===== src/rtl/pmu_pkg.sv =====
package pmu_pkg;
  localparam int SLOT_W = 2;

  typedef enum logic [1:0] {
    SLOT_NONE = 2'b00,
    SLOT_THEN = 2'b01,
    SLOT_ELSE = 2'b10,
    SLOT_RSVD = 2'b11
  } slot_t;

  // Decide whether an instruction governed by slot code 'code' runs.
  function automatic logic slot_runs(input logic [1:0] code, input logic cond);
    case (slot_t'(code))
      SLOT_THEN: slot_runs = cond;
      SLOT_ELSE: slot_runs = ~cond;
      default:   slot_runs = 1'b1;
    endcase
  endfunction
endpackage


===== src/rtl/pmu_mask_shifter.sv =====
module pmu_mask_shifter #(
  parameter int SLOTS = 8
) (
  input  logic                          clk,
  input  logic                          rst_n,
  input  logic                          clr,
  input  logic                          load,
  input  logic [SLOTS*pmu_pkg::SLOT_W-1:0] load_val,
  input  logic                          shift,
  output logic [SLOTS*pmu_pkg::SLOT_W-1:0] mask_q,
  output logic [pmu_pkg::SLOT_W-1:0]       head
);
  localparam int SW = pmu_pkg::SLOT_W;
  localparam int MW = SLOTS * SW;

  logic [MW-1:0] mask_d;

  // Per-slot next value: each slot takes its upper neighbour on a shift,
  // the top slot takes the empty code.
  for (genvar k = 0; k < SLOTS; k++) begin : g_slot
    logic [SW-1:0] upper;
    if (k == SLOTS - 1) begin : g_top
      assign upper = pmu_pkg::SLOT_NONE;
    end else begin : g_mid
      assign upper = mask_q[(k+1)*SW +: SW];
    end
    always_comb begin
      if (clr)        mask_d[k*SW +: SW] = pmu_pkg::SLOT_NONE;
      else if (load)  mask_d[k*SW +: SW] = load_val[k*SW +: SW];
      else if (shift) mask_d[k*SW +: SW] = upper;
      else            mask_d[k*SW +: SW] = mask_q[k*SW +: SW];
    end
  end

  always_ff @(posedge clk) begin
    if (!rst_n) mask_q <= '0;
    else        mask_q <= mask_d;
  end

  assign head = mask_q[SW-1:0];
endmodule


===== src/rtl/pmu_cond_latch.sv =====
module pmu_cond_latch (
  input  logic clk,
  input  logic rst_n,
  input  logic clr,
  input  logic load,
  input  logic load_val,
  output logic cond_q
);
  always_ff @(posedge clk) begin
    if (!rst_n)    cond_q <= 1'b0;
    else if (clr)  cond_q <= 1'b0;
    else if (load) cond_q <= load_val;
  end
endmodule


===== src/rtl/pmu_slot_decode.sv =====
module pmu_slot_decode (
  input  logic       issue,
  input  logic [1:0] code,
  input  logic       cond,
  output logic       run
);
  assign run = issue & pmu_pkg::slot_runs(code, cond);
endmodule


===== src/rtl/pred_mask_unit.sv =====
module pred_mask_unit #(
  parameter int SLOTS = 8,
  localparam int MW = SLOTS * pmu_pkg::SLOT_W
) (
  input  logic          clk,
  input  logic          rst_n,
  input  logic          pred_valid,
  input  logic          pred_cond,
  input  logic [MW-1:0] pred_mask,
  input  logic          issue,
  input  logic          flush,
  input  logic          restore_valid,
  input  logic [MW-1:0] restore_mask,
  input  logic          restore_cond,
  output logic          issue_en,
  output logic [MW-1:0] sv_mask,
  output logic          sv_cond
);
  // Named control events, also watched by the checker.
  logic          clr_now;
  logic          load_now;
  logic          shift_now;
  logic [MW-1:0] load_mask;
  logic          load_cond;
  logic [1:0]    head_slot;
  logic          cond_q;

  // Priority: flush, then restore, then prefix, then issue shift.
  assign clr_now   = flush;
  assign load_now  = ~flush & (restore_valid | pred_valid);
  assign load_mask = restore_valid ? restore_mask : pred_mask;
  assign load_cond = restore_valid ? restore_cond : pred_cond;
  assign shift_now = issue & ~flush & ~restore_valid & ~pred_valid;

  pmu_mask_shifter #(.SLOTS(SLOTS)) u_shift (
    .clk      (clk),
    .rst_n    (rst_n),
    .clr      (clr_now),
    .load     (load_now),
    .load_val (load_mask),
    .shift    (shift_now),
    .mask_q   (sv_mask),
    .head     (head_slot)
  );

  pmu_cond_latch u_cond (
    .clk      (clk),
    .rst_n    (rst_n),
    .clr      (clr_now),
    .load     (load_now),
    .load_val (load_cond),
    .cond_q   (cond_q)
  );

  pmu_slot_decode u_dec (
    .issue (issue),
    .code  (head_slot),
    .cond  (cond_q),
    .run   (issue_en)
  );

  assign sv_cond = cond_q;
endmodule


===== config.mk =====
export PLATFORM = sky130hd
export DESIGN_NAME = pred_mask_unit
export DESIGN_NICKNAME = d
export VERILOG_FILES = /design/src/rtl/pmu_pkg.sv /design/src/rtl/pmu_mask_shifter.sv /design/src/rtl/pmu_cond_latch.sv /design/src/rtl/pmu_slot_decode.sv /design/src/rtl/pred_mask_unit.sv
export SDC_FILE = /design/constraint.sdc
export NUM_CORES = 1
export LEC_CHECK = 0
export BUFFER_PORTS_ARGS = -buffer_cell sky130_fd_sc_hd__buf_2
export CAP_MARGIN = 20
export CORE_AREA = 8 8 56 58
export DETAILED_ROUTE_END_ITERATION = 10
export DIE_AREA = 0 0 64 66
export PLACE_DENSITY = 0.8
export SKIP_CTS_REPAIR_TIMING = 1
export SLEW_MARGIN = 20
export SYNTH_ARGS = -nofsm -noshare
export SYNTH_HDL_FRONTEND = slang
export SYNTH_SLANG_ARGS = --single-unit

===== constraint.sdc =====
create_clock -name clk -period 2.4 [get_ports clk]
set_clock_uncertainty 0.05 [all_clocks]
set_input_delay 0.12 -clock clk [delete_from_list [all_inputs] [get_ports clk]]
set_output_delay 0.12 -clock clk [all_outputs]
set_load 0.02 [all_outputs]

======== After elaboration in Yosys (flattened, before gate mapping) ========
Cells that the tools add are included.
operators by class
  equal/unequal tests ..................... 2
  muxes and demuxes ....................... 19
  bitwise logic cells ..................... 11
  reductions and logical operators ........ 2
operator list
  kind                count
  $mux 2              16
  $mux 16             1
  $and 1x1->1         5
  $not 1->1           5
  $eq 2x1->1 const B  1
  $eq 2x2->1 const B  1
  $pmux 1 s2          1
  $reduce_bool 2->1   1
  $reduce_or 2->1     1
  $mux 1              1
  $or 1x1->1          1
storage, ports and cells
  flip-flop bits (word level) ............. 17
  output and inout bits ................... 18
  word-level logic and storage cells ...... 36

======== Depth between registers and ports, before layout ========
  word-level depth ........................ 6
  depth in mapped cells ................... 5
  mapped depth without buffers ............ 4

======== Hierarchy ========
A second synthesis with hierarchy kept.
second synthesis, totals
  cells, all modules ...................... 104
  area, all modules ....................... 1133.6 µm²
modules (own cells, without submodules)
  module            times used  cells each  area an instance (µm²)
  pmu_mask_shifter  1           74          762.0
  pred_mask_unit    1           21          277.8
  pmu_slot_decode   1           6           51.3
  pmu_cond_latch    1           3           42.5

======== Worst setup path after synthesis ========
No wires, ideal clock.
  path type ............................... register to output
  start point ............................. register u_shift.mask_q[0] (netlist name)
  end point ............................... output issue_en
  data arrival time ....................... 1.185 ns
  path slack .............................. 1.045 ns
  stages on the path, launching flop included .. 5
  buffers on the path ..................... 0
  cells stage by stage .................... dfxtp_1 inv_1 ha_1 mux2_2 o21a_1
between the ends
  longest elaborated chain between the ends .. 3
  elaborated cells between the ends (all ways) .. 4
ends and longest elaborated chain
  item                                             RTL line                source
  from (decl)                                      pmu_mask_shifter.sv:10  output logic [SLOTS*pmu_pkg::SLOT_W-1:0] mask_q,
  from (signal assigned)                           pmu_mask_shifter.sv:37  else mask_q <= mask_d;
  $eq 2x2->1 / $eq 2x1->1 (equally long branches)  pmu_pkg.sv:13           case (slot_t'(code))
  $pmux 1 s2 (*)                                   pmu_pkg.sv:13
  $and 1x1->1 (*)                                  pmu_slot_decode.sv:7    assign run = issue & pmu_pkg::slot_runs(code, cond);
  to (decl)                                        pred_mask_unit.sv:15    output logic issue_en,
Every way passes the cells marked *; elsewhere a longest branch is shown, timed or not.

======== Worst setup path after layout ========
  start point ............................. register u_shift.mask_q[1] (netlist name)
  end point ............................... output issue_en
Same word-level chain as after synthesis.

==> results.toml <==
[finish]
nets = 202
drive_above_1_share_pct = 45.3
num_antenna_cells = 0
fin_cells = 189
synthToLayoutAreaGrowth_pct = 27.8
fin_util_pct = 54.3

[job]
drv_cap = 0

[cts]
cts_tree = "done"
clk_pin_slew_ps = 110
clk_latency_ps = 300
cts_root_buf = "clkbuf_4"
cts_made_buffers = 3
cts.path.max_buffers = 2
htree_levels = 1
clock_sinks = 17

[synth]
synth_area_per_cell_sq_um = 9.12
syn_area_sq_um = 985
synth-compound-area-share_pct = 26.0
synth_top_family_by_area = "compound AO/OA/AOI/OAI gates"
synth-xor-area-share_pct = 0
synth_top_area_share_pct = 34.6
synth_cell_types = 29
yosys-top-cells-area = "dfxtp_1, mux2_2, nand2_1, a222oi_1, buf_6"
yosys.area_share.simple_pct = 17.4
synthAdderAreaFrac_pct = 2.54
syn_inst = 108
yosys_warnings = 0
async_reset_ff_share_pct = 0
synthMuxAreaShare_pct = 10.9
synth-seq-cells = 17
yosysTopAreaCell = "dfxtp_1"
synth-edff-count = 0
syn_nets = 150
seq_area_frac_synth_pct = 34.6
yosys_most_used_dff = "dfxtp_1"

[die]
io_pins = 58
num_rows = 18
die_x_um = 64
dieArea_sq_um = 4220
start_util_pct = 42.4
coreArea_sq_um = 2320
die_h_um = 66

[power_and_ir_drop]
powerDensity_nw_per_um2 = 478
ir_worst_vdd_mv = 0.260
leakagePower_uw = 0.000560

[route]
drt-total-wl_um = 3000
first_pass_iters = 5
wl_per_cell_um = 15.9
via_per_inst = 5.43
drtAntennaViolNets = 0
vias = 1026
drc = 0
drt_iter0_drc = 141

[place]
port-buffer-count = 57
place_inst = 185
dp_hpwl_um = 2290
gp_congestion = 0.794

[worst_setup_path]
worstPathMaxFanout = 4
cp-start-kind = "flip-flop"
critPathArrivalTime_ps = 1500
rr_worst_depth = 2
required_ps = 2230
cp-end-kind = "output port"
rrSetupSlack_ps = 1480
crit_type = "reg -> out"

[global_route]
grt_pass1_vias = 1110
grt_max_degree = 27
track_usage_pct = 14.8
grt_pass1_wl_um = 5130
globalRouteOverflowTotal = 0
grt_antenna_before_repair = 0

[sta]
tightest_slew_ps = 684
rsz0062_at_grt = "false"
relSlewSlack_pct = 54.4
tns_ps = 0
period_share_pct = 69.6
final_hold_viol_count = 0
fmax_mhz = 598
setup_viol = 0
slew_viol_final = 0
period_needed_ps = 1670

[min_path]
holdPathStages = 3
hold_path_class = "in -> reg"

[status]
status = "completed"
worst max-delay path: stages, from the launching register on:
cell     delay, ps
dfxtp_1        390
inv_1           60
ha_1           180
mux2_2         260
o21a_1         170
buf_2          150
stage by stage:
stage	hold slack (ps)	setup WS (ps)	instance area [sq um]	power [uW]
2_1_floorplan	259	1050	985	397
3_3_place_gp	365	884	1230	443
3_5_place_dp	383	821	1230	446
4_1_cts	63.5	723	1260	604
5_1_grt	70.1	653	1260	635
6_report	61.3	729	1260	602
cell type report:
class                   instances  area (sq um)
repair buffers                 57           285
clock buffers                   3          22.5
clock inverters                 1          5.00
well taps                      30          37.5
inverters                       2          7.51
fillers                       224          1060
flip-flops and latches         17           340
multi-input cells              79           561
routing by layer:
layer	up-vias	track usage (%)	wire length (um)
met2	56	24.5	1310
met1	458	15.8	1250
li1	507	-	-
met3	5	7.29	389
met5	-	0	0
met4	0	5.85	53
placed cells by master (no fill, tap or decap):
cell type,count
a211oi_1,5
a21oi_1,7
a222oi_1,5
a31oi_1,5
a41oi_1,2
a41oi_2,1
and2b_1,1
buf_2,57
clkbuf_4,3
clkinv_2,1
dfxtp_1,17
ha_1,2
inv_1,2
mux2_2,6
mux2i_1,4
nand2_1,16
nand2b_1,2
nand3_1,5
nand3b_1,3
nor2_1,1
nor2b_1,1
nor3_2,1
nor4b_4,1
o21a_1,1
o21ai_0,8
o21ba_2,1
o21bai_2,1
state kept, by name (all words and copies together) (netlist names):
register        cells
u_cond.cond_q       1
u_shift.mask_q     16
path summary, 6_finish.rpt:
path,from,end
setup / recovery,u_shift.mask_q[1],issue_en
hold / removal,restore_mask[6],u_shift.mask_q[6]
setup reg to reg,u_shift.mask_q[5],u_shift.mask_q[3]
hold reg to reg,u_shift.mask_q[7],u_shift.mask_q[7]
cell usage after synthesis, types with 2 or more instances:
| cell type | number |
|---|---|
| inv_1 | 2 |
| nand3_1 | 5 |
| o21ai_0 | 8 |
| mux2_2 | 6 |
| nand2_1 | 16 |
| mux2i_1 | 4 |
| buf_6 | 4 |
| a31oi_1 | 5 |
| a211oi_1 | 5 |
| nand3b_1 | 3 |
| buf_2 | 2 |
| a21oi_1 | 7 |
| clkbuf_2 | 2 |
| nand2b_1 | 2 |
| ha_1 | 2 |
| dfxtp_1 | 17 |
| a222oi_1 | 5 |
| a41oi_1 | 2 |
cell families after synthesis:
logic type               after synthesis
AO/OA/AOI/OAI                         36
adder cells (fa/ha/maj)                2
buffers and inverters                 12
flip-flops                            17
multiplexers                          10
AND/OR/NAND/NOR                       31
power by group:
part	internal [uW]	total, uW	switching [uW]
combinational	62.6	137	74.8
sequential	294	303	9.27
clock	62.2	161	99.2
Note: power is estimated with default switching activity, not from simulation.
